### src/rtl/int_alu_pkg.sv
package int_alu_pkg;

   localparam int OP_W = 5;

   typedef enum logic [OP_W-1:0] {
      OP_ADD  = 5'd0,
      OP_ADDU = 5'd1,
      OP_SUB  = 5'd2,
      OP_SUBU = 5'd3,
      OP_AND  = 5'd4,
      OP_OR   = 5'd5,
      OP_XOR  = 5'd6,
      OP_SLL  = 5'd7,
      OP_SRL  = 5'd8,
      OP_SRA  = 5'd9,
      OP_LHI  = 5'd10,
      OP_SLT  = 5'd11,
      OP_SGT  = 5'd12,
      OP_SLE  = 5'd13,
      OP_SGE  = 5'd14,
      OP_SEQ  = 5'd15,
      OP_SNE  = 5'd16
   } alu_op_e;

   typedef enum logic [2:0] {
      REL_LT = 3'd0,
      REL_GT = 3'd1,
      REL_LE = 3'd2,
      REL_GE = 3'd3,
      REL_EQ = 3'd4,
      REL_NE = 3'd5
   } rel_e;

   typedef enum logic [1:0] {
      LOG_AND = 2'd0,
      LOG_OR  = 2'd1,
      LOG_XOR = 2'd2
   } logic_e;

endpackage

### src/rtl/alu_addsub.sv
module alu_addsub #(
   parameter int W = 32
) (
   input  logic [W-1:0] a,
   input  logic [W-1:0] b,
   input  logic         sub,
   output logic [W-1:0] sum,
   output logic         ovf
);
   localparam int MSB = W - 1;

   logic [W-1:0] b_eff;
   logic [W:0]   wide;

   always_comb begin
      b_eff = sub ? ~b : b;
      wide  = {1'b0, a} + {1'b0, b_eff} + {{W{1'b0}}, sub};
      sum   = wide[W-1:0];
      ovf   = (a[MSB] == b_eff[MSB]) && (sum[MSB] != a[MSB]);
   end

   // two operands of opposite true sign can never overflow an add
   always_comb begin
      if (!sub && (a[MSB] != b[MSB]))
         p_no_overflow_mixed_r3: assert (!ovf);
   end

endmodule

### src/rtl/alu_shifter.sv
module alu_shifter #(
   parameter int W      = 32,
   parameter bit STAGED = 1'b1,
   localparam int SH_W  = $clog2(W)
) (
   input  logic [W-1:0]    val,
   input  logic [SH_W-1:0] amt,
   input  logic            left,
   input  logic            arith,
   output logic [W-1:0]    res
);
   if (W < 2 || (W & (W - 1)) != 0) begin : g_bad_width
      $error("alu_shifter: W must be a power of two of at least 2");
   end

   function automatic logic [W-1:0] flip(input logic [W-1:0] x);
      logic [W-1:0] y;
      for (int i = 0; i < W; i++) y[i] = x[W-1-i];
      return y;
   endfunction

   if (STAGED) begin : g_staged
      logic [W-1:0] cur;
      logic         fill;
      always_comb begin
         fill = arith && !left && val[W-1];
         cur  = left ? flip(val) : val;
         for (int s = 0; s < SH_W; s++) begin
            if (amt[s]) begin
               cur = (cur >> (1 << s)) |
                     (fill ? ~({W{1'b1}} >> (1 << s)) : {W{1'b0}});
            end
         end
         res = left ? flip(cur) : cur;
      end
   end else begin : g_operator
      always_comb begin
         if (left)       res = val << amt;
         else if (arith) res = $unsigned($signed(val) >>> amt);
         else            res = val >> amt;
      end
   end

   // a zero shift amount passes the operand through untouched
   always_comb begin
      if (amt == '0)
         p_zero_shift_identity_r4: assert (res == val);
   end

endmodule

### src/rtl/alu_setcmp.sv
module alu_setcmp
   import int_alu_pkg::*;
#(
   parameter int W = 32
) (
   input  logic [W-1:0] a,
   input  logic [W-1:0] b,
   input  rel_e         rel,
   output logic [W-1:0] res
);
   logic lt, eq, hit;

   always_comb begin
      lt = $signed(a) < $signed(b);
      eq = (a == b);
      unique case (rel)
         REL_LT:  hit = lt;
         REL_GT:  hit = !lt && !eq;
         REL_LE:  hit = lt || eq;
         REL_GE:  hit = !lt;
         REL_EQ:  hit = eq;
         REL_NE:  hit = !eq;
         default: hit = 1'b0;
      endcase
      res = {{(W-1){1'b0}}, hit};
   end

   // equal operands satisfy exactly the LE, GE and EQ relations
   always_comb begin
      if (a == b)
         p_equal_rel_r7: assert (res[0] == (rel == REL_LE || rel == REL_GE || rel == REL_EQ));
   end

endmodule

### src/rtl/alu_logic.sv
module alu_logic
   import int_alu_pkg::*;
#(
   parameter int W = 32
) (
   input  logic [W-1:0] a,
   input  logic [W-1:0] b,
   input  logic_e       fn,
   output logic [W-1:0] res
);
   always_comb begin
      unique case (fn)
         LOG_AND: res = a & b;
         LOG_OR:  res = a | b;
         LOG_XOR: res = a ^ b;
         default: res = '0;
      endcase
   end

   // an AND result never has a bit that is clear in either operand
   always_comb begin
      if (fn == LOG_AND)
         p_and_subset_r1: assert (((res & ~a) | (res & ~b)) == '0);
   end

endmodule

### src/rtl/int_alu.sv
module int_alu
   import int_alu_pkg::*;
#(
   parameter int DATA_W       = 32,
   parameter int IMM_W        = 16,
   parameter bit SHIFT_STAGED = 1'b1,
   localparam int SH_W        = $clog2(DATA_W)
) (
   input  logic [OP_W-1:0]   op_i,
   input  logic [DATA_W-1:0] a_i,
   input  logic [DATA_W-1:0] b_i,
   output logic [DATA_W-1:0] result_o,
   output logic              ovf_trap_o
);
   if (DATA_W < 2 * IMM_W) begin : g_bad_imm
      $error("int_alu: DATA_W must hold two immediates");
   end

   alu_op_e op;
   logic    sub, sh_left, sh_arith, add_ovf;
   rel_e    rel;
   logic_e  lfn;

   logic [DATA_W-1:0] sum, sh_res, cmp_res, log_res, hi_res;

   always_comb begin
      op       = alu_op_e'(op_i);
      sub      = (op == OP_SUB) || (op == OP_SUBU);
      sh_left  = (op == OP_SLL);
      sh_arith = (op == OP_SRA);
      unique case (op)
         OP_SGT:  rel = REL_GT;
         OP_SLE:  rel = REL_LE;
         OP_SGE:  rel = REL_GE;
         OP_SEQ:  rel = REL_EQ;
         OP_SNE:  rel = REL_NE;
         default: rel = REL_LT;
      endcase
      unique case (op)
         OP_OR:   lfn = LOG_OR;
         OP_XOR:  lfn = LOG_XOR;
         default: lfn = LOG_AND;
      endcase
      hi_res = {b_i[IMM_W-1:0], {(DATA_W-IMM_W){1'b0}}} & {{IMM_W{1'b1}}, {(DATA_W-IMM_W){1'b0}}};
   end

   alu_addsub #(.W(DATA_W)) u_addsub (
      .a(a_i), .b(b_i), .sub(sub), .sum(sum), .ovf(add_ovf)
   );

   alu_shifter #(.W(DATA_W), .STAGED(SHIFT_STAGED)) u_shift (
      .val(a_i), .amt(b_i[SH_W-1:0]), .left(sh_left), .arith(sh_arith), .res(sh_res)
   );

   alu_setcmp #(.W(DATA_W)) u_cmp (
      .a(a_i), .b(b_i), .rel(rel), .res(cmp_res)
   );

   alu_logic #(.W(DATA_W)) u_logic (
      .a(a_i), .b(b_i), .fn(lfn), .res(log_res)
   );

   always_comb begin
      unique case (op)
         OP_ADD, OP_ADDU, OP_SUB, OP_SUBU: result_o = sum;
         OP_AND, OP_OR, OP_XOR:            result_o = log_res;
         OP_SLL, OP_SRL, OP_SRA:           result_o = sh_res;
         OP_LHI:                           result_o = hi_res;
         OP_SLT, OP_SGT, OP_SLE,
         OP_SGE, OP_SEQ, OP_SNE:           result_o = cmp_res;
         default:                          result_o = '0;
      endcase
      ovf_trap_o = add_ovf && ((op == OP_ADD) || (op == OP_SUB));
   end

   // a trap only ever accompanies the trapping add and subtract codes
   always_comb begin
      if (ovf_trap_o)
         p_trap_signed_only_r3: assert (op_i == 5'd0 || op_i == 5'd2);
   end

   // the upper-half load leaves the lower half clear
   always_comb begin
      if (op_i == 5'd10)
         p_lhi_low_clear_r6: assert (result_o[DATA_W-IMM_W-1:0] == '0);
   end

   // unassigned codes give a zero word and no trap
   always_comb begin
      if (op_i > 5'd16)
         p_unused_zero_r8: assert (result_o == '0 && !ovf_trap_o);
   end

endmodule

### config.mk
export PLATFORM = sky130hd
export DESIGN_NAME = int_alu
export DESIGN_NICKNAME = d
export VERILOG_FILES = /design/src/rtl/int_alu_pkg.sv /design/src/rtl/alu_addsub.sv /design/src/rtl/alu_shifter.sv /design/src/rtl/alu_setcmp.sv /design/src/rtl/alu_logic.sv /design/src/rtl/int_alu.sv
export SDC_FILE = /design/constraint.sdc
export NUM_CORES = 1
export LEC_CHECK = 0
export BUFFER_PORTS_ARGS = -buffer_cell sky130_fd_sc_hd__buf_2
export CAP_MARGIN = 20
export CORE_MARGIN = 3
export CORE_UTILIZATION = 54
export DETAILED_ROUTE_END_ITERATION = 12
export PLACE_DENSITY = 0.79
export SYNTH_ARGS = -nofsm -noshare
export SYNTH_HDL_FRONTEND = slang
export SYNTH_SLANG_ARGS = --single-unit
### constraint.sdc
create_clock -name vclk -period 13.7
set_clock_uncertainty 0.2 [all_clocks]
set_input_delay 0.685 -clock vclk [all_inputs]
set_output_delay 0.685 -clock vclk [all_outputs]
set_load 0.02 [all_outputs]
==> metrics, run 1 <==
Via density=6.94; Final period util=0.500; RSZ-0062 raised after global routing=no; detailed placement HPWL=~22000 µm; Max-slew headroom=0.104; Synth Area per Inst=7.73 µm²; Post-CTS Resized=0; row cnt=41; initial antenna violation count=1; global-route wire length before repair=around 43000 µm; outcome=complete, no violations; Max-Cap Viols=0; Net Count, Synth=1127; Netlist cell types=70; Hold Vio Cnt, Final=0; Worst EP arrival=~6000 ps; hold path cells=4; CP bufs+invs=3; total routed wirelength=28600 µm; static leakage=approximately 0.0038 µW; Synth Cell Area=between 0.007 and 0.008 mm²; detailed-router iteration count before antenna repair=10; Final Max Slew Viols=0; DIE AREA=roughly 0.015 mm²; fraction of layout cells with a size suffix above 1=0.161; critical path launch point type=primary input; Tmin final=a little under 7000 ps; dpl cells=1155; Setup Fix Bufs, Post-CTS=0; post-route insts no fill=1155; setup_tns=0 ps; total track usage=0.378; CP max stage cell=nor3_2; io pins=102; Crit Path Class=in -> out; initial core utilization=0.561; Post-layout nets=around 1200; initial drt markers=1113; hold buffers post-CTS=0; vias in the first global route=7559; drt wl/cell=about 25 µm; CP top delay family=simple AND/OR/NAND/NOR gates; Port Buffer Count=102; pwr dens=43.8 mW/mm²; top post-synthesis cells by area=ha_1 (22%), mux2i_1 (12%), mux4_2 (7.5%); CP Max Fanout=31; Slew @ Worst Pin=1330 ps; setup violators final=0; cell count after synthesis=931; FF+latch area=0 µm²; P&R area growth vs syn=7.41%; Die H=121 µm; yosys warns=0; Chip Width=121 µm; area leader, netlist=ha_1; Highest Clock Rate=146 MHz; CP endpoint kind=output pin; Inserted Diodes=0; Hold EP=result_o[29]; FFs & Latches=0; sequential area share after synthesis=0; Detail Route Antenna Nets=0; Core Region=roughly 0.013 mm²; CP max stage delay=roughly 840 ps; path category of the worst min-delay check=in -> out; Max IR drop VDD=22.0 µV; DR DRC count=0; HP Start=b_i[13]; Via Count=8012; Cell Chain, Critical Path=buf_2 > nor3_2 > nand2_2 > xnor2_1 > inv_1 > fa_1 > nor2b_1 > o31ai_1 > a211oi_1 > o21ai_0 > nor2b_1 > o31ai_1 > a31oi_1 > xor2_1 > o221ai_1 > buf_2; GR Overflow Total=0; RD Place Congestion=1.07; Synth top area share=0.219; clkbuf count=0; CP required=approximately 13000 ps; pin count of the biggest net entering global routing=45
## metrics by stage
stage	hold WS, ps	util	total power, µW	setup slack (ps)	area [µm²]
floorplan	1390	-	225	8050	7190
global placement	1680	0.603	323	7150	7730
detailed placement	1680	0.603	326	7020	7730
CTS	1680	0.603	328	7000	7730
global route	1720	0.603	363	6540	7730
finish	1690	0.603	338	6850	7730
## worst max-delay path by stage
stage	endpoint	depth (start not counted)	slack [ps]	start
4_1_cts	result_o[26]	15	7000	op_i[2]
2_1_floorplan	ovf_trap_o	16	8050	op_i[1]
6_report	result_o[26]	16	6850	op_i[2]
5_1_grt	result_o[26]	16	6540	op_i[2]
3_5_place_dp	result_o[26]	15	7020	op_i[2]
3_3_place_gp	result_o[26]	16	7150	op_i[2]
## placed cells by master (no fill, tap or decap), types with 12 or more instances in the layout
cell type and instances:
mux2i_1 86, nand3_1 15, o21ai_0 46, o22ai_1 33, nor2_1 38, a22oi_1 14, xnor2_1 47, inv_1 84
buf_2 102, mux4_2 24, a21o_1 25, nor3_1 14, o221ai_1 12, a21oi_1 72, ha_1 126, nand2_1 53
## power by group
group / internal (µW) / switching [µW] / leakage [µW]
Sequential: 0 / 0 / 0
Clock: 0 / 0 / 0
Combinational: 129 / 210 / 0.00381
Total: 129 / 210 / 0.00381
## Yosys cell counts, types with 6 or more instances
master,n
mux4_2,24
a31oi_1,6
nor4_1,7
nand2b_1,6
mux2_2,7
clkbuf_1,32
xnor2_1,47
xor2_1,10
o211ai_1,9
and2_1,6
a22o_1,6
o22ai_1,33
o31ai_1,10
buf_2,8
a221o_1,9
a21o_1,25
nand3_1,15
a221oi_1,10
and3_1,8
o221ai_1,12
o21ai_0,46
nor3_1,15
a22oi_1,14
nor2_1,38
a21oi_1,72
or3_1,7
inv_1,84
buf_1,10
nand2_1,54
mux2i_1,86
a211oi_1,9
ha_1,126
o21a_1,8
## routing by layer
layer	wire length, µm	share of wire	global-route usage
met5	0	0	0
met4	1640	0.057	0.160
met3	3570	0.12	0.0681
met2	12600	0.44	0.608
met1	10800	0.38	0.496
## cells by family (layout without fill, tap and decap cells)
group / count (synthesis) / after routing / synth area share
and+or+nand+nor: 181 / 181 / 0.125
muxes: 122 / 122 / 0.222
adders and majority gates: 127 / 127 / 0.222
xor gates and xnor gates: 57 / 57 / 0.0694
AOI/OAI and AO/OA: 301 / 301 / 0.281
buffers and inverters: 143 / 195 / 0.0807
## area by class of cell
| class | count | area, µm² |
|---|---|---|
| Tap cell | 172 | 215 |
| Fill cell | 1273 | 5100 |
| Multi-Input combinational cell | 788 | 6630 |
| Inverter | 88 | 330 |
| Timing Repair Buffer | 107 | 548 |
(Power assumes the default switching activity.)
==> inputs of run 2 (changes only) <==
ABC_AREA = 1   (was not set)
PLACE_DENSITY = 0.78   (was 0.79)
clock period = 6.4 ns   (was 13.7 ns; I/O delays follow)
==> metrics, run 2 <==
outcome=complete, no violations; FFs & Latches=0 (unchanged); detailed placement HPWL=28200 µm (+27%); FF+latch area=0 µm² (unchanged); Worst EP arrival=3550 ps (-2410 ps); sequential area share after synthesis=0 (unchanged); yosys warns=0 (unchanged); path category of the worst min-delay check=in -> out; Setup Fix Bufs, Post-CTS=0 (unchanged); drt wl/cell=21.6 µm (-13%); detailed-router iteration count before antenna repair=7 (-3); Max-Cap Viols=0 (unchanged); initial core utilization=0.562 (+0.00114); Comb power frac=1.000 (about the same); Synth top area share=0.222 (+0.00299); Port Buffer Count=102 (unchanged); NetSw=500 µW (+140%); most frequent cells in the layout=nand3_1 (353), nand2_1 (288), inv_1 (148); GR Overflow Total=0 (unchanged); Slew @ Worst Pin=1030 ps (-297 ps); sw frac=0.696 (+0.0760); Tmin final=4070 ps; RD Place Congestion=1.04 (-2.9%); Synth Cell Area=0.00795 mm² (+11%); Synth Area per Inst=5.72 µm² (-26%); Hold Vio Cnt, Final=0 (unchanged); CP endpoint kind=output pin; P&R area growth vs syn=6.06%; initial drt markers=1581 (+42%); DIE AREA=0.0162 mm² (+10%); Max IR drop VDD=47.4 µV (+120%); cell with the most instances after synthesis=nand3_1; Hold WS=894 ps (-799 ps); row cnt=43 (+4.9%); Highest Clock Rate=246 MHz; global-route wire length before repair=52800 µm (+21%); hold buffers post-CTS=0 (unchanged); CP Max Fanout=35 (+13%); Cell Int Power=218 µW (+70%); Inserted Diodes=0 (unchanged); Final period util=0.635; initial antenna violation count=0 (-1); Via density=6.39 (-7.9%); total routed wirelength=34900 µm (+22%); Max-slew headroom=0.309 (+0.205); Crit Path Class=in -> out; total track usage=0.411 (+0.0331); pwr dens=85.2 mW/mm² (+95%); vias in the first global route=9338 (+24%); pin count of the biggest net entering global routing=38 (-16%); sequential power share=0 (unchanged); setup violators final=0 (unchanged); DR DRC count=0 (unchanged); Post-CTS Resized=0 (unchanged); synth cell count leaders=nand3_1 (353), nand2_1 (288), inv_1 (148); Die H=127 µm (+4.9%); Netlist cell types=43 (-39%); area leader, netlist=nand3_1; Via Count=10336 (+29%); cell count after synthesis=1390 (+49%); RSZ-0062 raised after global routing=no; setup_tns=0 ps (unchanged); clock group share of total power=0 (unchanged); CP required=5880 ps (-6940 ps); most common cell after layout, fill and taps aside=nand3_1; Detail Route Antenna Nets=0 (unchanged); clkbuf count=0 (unchanged); Net Count, Synth=1586 (+41%); Post-layout nets=1635 (+38%); Chip Width=127 µm (+4.9%); Final Max Slew Viols=0 (unchanged); top post-synthesis cells by area=nand3_1 (22%), ha_1 (20%), nand2_1 (14%); Core Region=0.0141 mm² (+10%); critical path launch point type=primary input; static leakage=0.00449 µW (+18%); fraction of layout cells with a size suffix above 1=0.129 (-0.0320); io pins=102 (unchanged)
-- run 2: cell type report --
type | count | area (µm²)
inverter | 154 | 578
fill | 1531 | 5710
multi-input combinational | 1167 | 7010
timing repair buffer | 116 | 619
tap | 180 | 225
-- run 2: through the flow --
step / setup WS (ps) / power, µW / cell area (µm²) / instances / util
3_3_place_gp: 2450 / 687 / 8420 / 1616 / 0.595
5_1_grt: 2130 / 782 / 8440 / 1617 / 0.596
4_1_cts: 2450 / 694 / 8440 / 1617 / 0.596
3_5_place_dp: 2460 / 691 / 8440 / 1617 / 0.596
2_1_floorplan: 3280 / 471 / 7950 / 1390 / -
6_report: 2330 / 719 / 8440 / 1617 / 0.596
-- run 2: logic make-up after synthesis --
logic type,count (synthesis),share of synthesized area
buffers and inverters,223,0.119
AO/OA/AOI/OAI,184,0.144
XOR/XNOR,31,0.0341
AND/OR/NAND/NOR,825,0.501
adder cells (fa/ha/maj),127,0.201
-- run 2: per-layer routing --
metal  part of all wire  wire, µm  vias to the layer above  GRT usage
li1                   -         -                     4883          -
met1               0.40     13800                     4670      0.552
met2               0.42     14800                      658      0.627
met3               0.12      4200                      125     0.0832
met4              0.061      2130                        0      0.196
met5                  0         0                        -          0
-- run 2: power groups by stage --
stage / clock (µW) / combinational (µW) / sequential, µW
floorplan: 0 / 471 / 0
global placement: 0 / 687 / 0
detailed placement: 0 / 691 / 0
CTS: 0 / 694 / 0
global route: 0 / 782 / 0
finish: 0 / 719 / 0
-- run 2: final timing paths --
path      endpoint  depth (start not counted)  slack, ps    start
max   result_o[29]                         14       2330  op_i[1]
min   result_o[25]                          4        890   b_i[9]
-- run 2: worst max-delay path: stages --
cell	delay [ps]
buf_2	210
nand2_4	90
nor2_4	620
nand2_4	490
inv_2	620
nand2_1	170
nand3_1	130
nand3_1	70
nand3_1	90
nand3_1	70
nand3_1	150
nand3_1	100
nand4_1	180
buf_2	200
==> inputs of run 3 (changes only) <==
ABC_AREA = 0   (was 1)
PLACE_DENSITY = 0.79   (was 0.78)
clock period = 4.1 ns   (was 6.4 ns; I/O delays follow)
==> metrics, run 3 (synthesis gave the netlist of run 1 again) <==
outcome=finished, violations left; violated checks=negative setup slack; initial drt markers=1084 (-31%); path category of the worst min-delay check=in -> out; CP Max Fanout=6 (-83%); Core Region=0.0128 mm² (-9.4%); initial core utilization=0.561 (-0.00114); total track usage=0.362 (-0.0488); Worst EP arrival=3780 ps (+230 ps); global-route wire length before repair=42500 µm (-20%); DR DRC count=0 (unchanged); fraction of layout cells with a size suffix above 1=0.262 (+0.133); Max-Cap Viols=0 (unchanged); Hold Vio Cnt, Final=0 (unchanged); FFs & Latches=0 (unchanged); final worst slack=-88.7 ps (-2420 ps); Cell Chain, Critical Path=buf_8 > nor3_4 > nand2_4 > buf_12 > xnor2_1 > ha_1 > nand4_1 > or3_4 > nor3_2 > o211ai_1 > a41oi_4 > o211ai_1 > buf_4 > a311o_1 > xor2_2 > o221ai_2 > buf_4; most frequent cells in the layout=ha_1 (125), buf_4 (98), buf_2 (97); Crit Path Class=in -> out; Detail Route Antenna Nets=0 (unchanged); setup_tns=-101 ps (-101 ps); Tmin final=4190 ps; io pins=102 (unchanged); Slew @ Worst Pin=978 ps (-55.6 ps); P&R area growth vs syn=21.8%; critical path depth=17 (+3); CP endpoint kind=output pin; pin count of the biggest net entering global routing=37 (-2.6%); detailed-router iteration count before antenna repair=6 (-1); # fillers=1100 (-28%); RD Place Congestion=1.08 (+3.1%); row cnt=41 (-4.7%); RSZ-0062 raised after global routing=yes; DIE AREA=0.0147 mm² (-9.1%); setup violators final=2 (+2); Die H=121 µm (-4.7%); CP bufs+invs=4 (+1); Final period util=1.02; most common cell after layout, fill and taps aside=ha_1; Post-layout nets=1279 (-22%); Inserted Diodes=0 (unchanged); CP top delay family=compound AO/OA/AOI/OAI gates; CP max stage cell=or3_4; Via density=6.79 (+6.3%); Port Buffer Count=102 (unchanged); drt wl/cell=22.8 µm (+5.7%); Highest Clock Rate=239 MHz; CP required=3690 ps (-2190 ps); static leakage=0.00438 µW (-2.5%); total routed wirelength=28600 µm (-18%); Final Max Slew Viols=0 (unchanged); FF+latch area=0 µm² (unchanged); GR Overflow Total=0 (unchanged); footprint of the multi-input gates=0.00684 mm² (-2.5%); Via Count=8513 (-18%); detailed placement HPWL=22600 µm (-20%); Worst Setup SP=op_i[4]; vias in the first global route=7997 (-14%); hold buffers post-CTS=0 (unchanged); Chip Width=121 µm (-4.7%); CP max stage delay=430 ps (-190 ps); Place WS=-244 ps (-2700 ps); pwr dens=147 mW/mm² (+72%); Setup crit end=result_o[29]; Max-slew headroom=0.348 (+0.0387); clkbuf count=0 (unchanged); Max IR drop VDD=80.7 µV (+70%); initial antenna violation count=0 (unchanged); critical path launch point type=primary input
==> run 3: changes by cell type in the layout (fill, tap and decap cells not counted), moves of 43 or more <==
cell | before | now
nand2_1 | 288 | 52
buf_4 | 13 | 98
inv_1 | 148 | 84
mux2i_1 | 0 | 86
xnor2_1 | 0 | 43
nand3_1 | 353 | 15
==> run 3: cell type report <==
type	instances	area share
well taps	172	0.0246
inverters	88	0.0377
repair buffers	205	0.157
multi-input cells	788	0.781
==> run 3: through the flow <==
stage               instances  instance area (µm²)   util  power [µW]  hold slack, ps
finish                   1253                 8760  0.683        1290             733
floorplan                 931                 7220      -         758             386
global route             1253                 8760  0.683        1370             731
detailed placement       1238                 8370  0.653        1170             743
CTS                      1240                 8450  0.659        1190             721
global placement         1238                 8370  0.653        1160             716
==> run 3: how the worst min path moves through the flow <==
stage	from	endpoint	slack [ps]	cells past startpoint
5_1_grt	b_i[13]	result_o[29]	730	4
3_3_place_gp	b_i[13]	result_o[29]	720	4
2_1_floorplan	b_i[13]	result_o[29]	390	2
6_report	b_i[13]	result_o[29]	730	4
3_5_place_dp	b_i[11]	result_o[27]	740	4
4_1_cts	b_i[13]	result_o[29]	720	4
==> run 3: what timing repair did <==
item	in CTS	in global routing
gates cloned	0	2
gates resized for setup	13	37
setup endpoints to repair	9	11
pin swaps	6	22
setup buffers	2	12
==> run 3: per-layer routing <==
layer | up-vias | share of wire | GRT usage
met1 | 3998 | 0.38 | 0.468
met3 | 118 | 0.12 | 0.0816
met5 | - | 0 | 0
met2 | 588 | 0.44 | 0.586
met4 | 0 | 0.055 | 0.140
li1 | 3809 | - | -
==> run 3: power breakdown <==
part | internal (µW) | leakage, µW | switching [µW]
clock | 0 | 0 | 0
combinational | 543 | 0.00438 | 744
sequential | 0 | 0 | 0
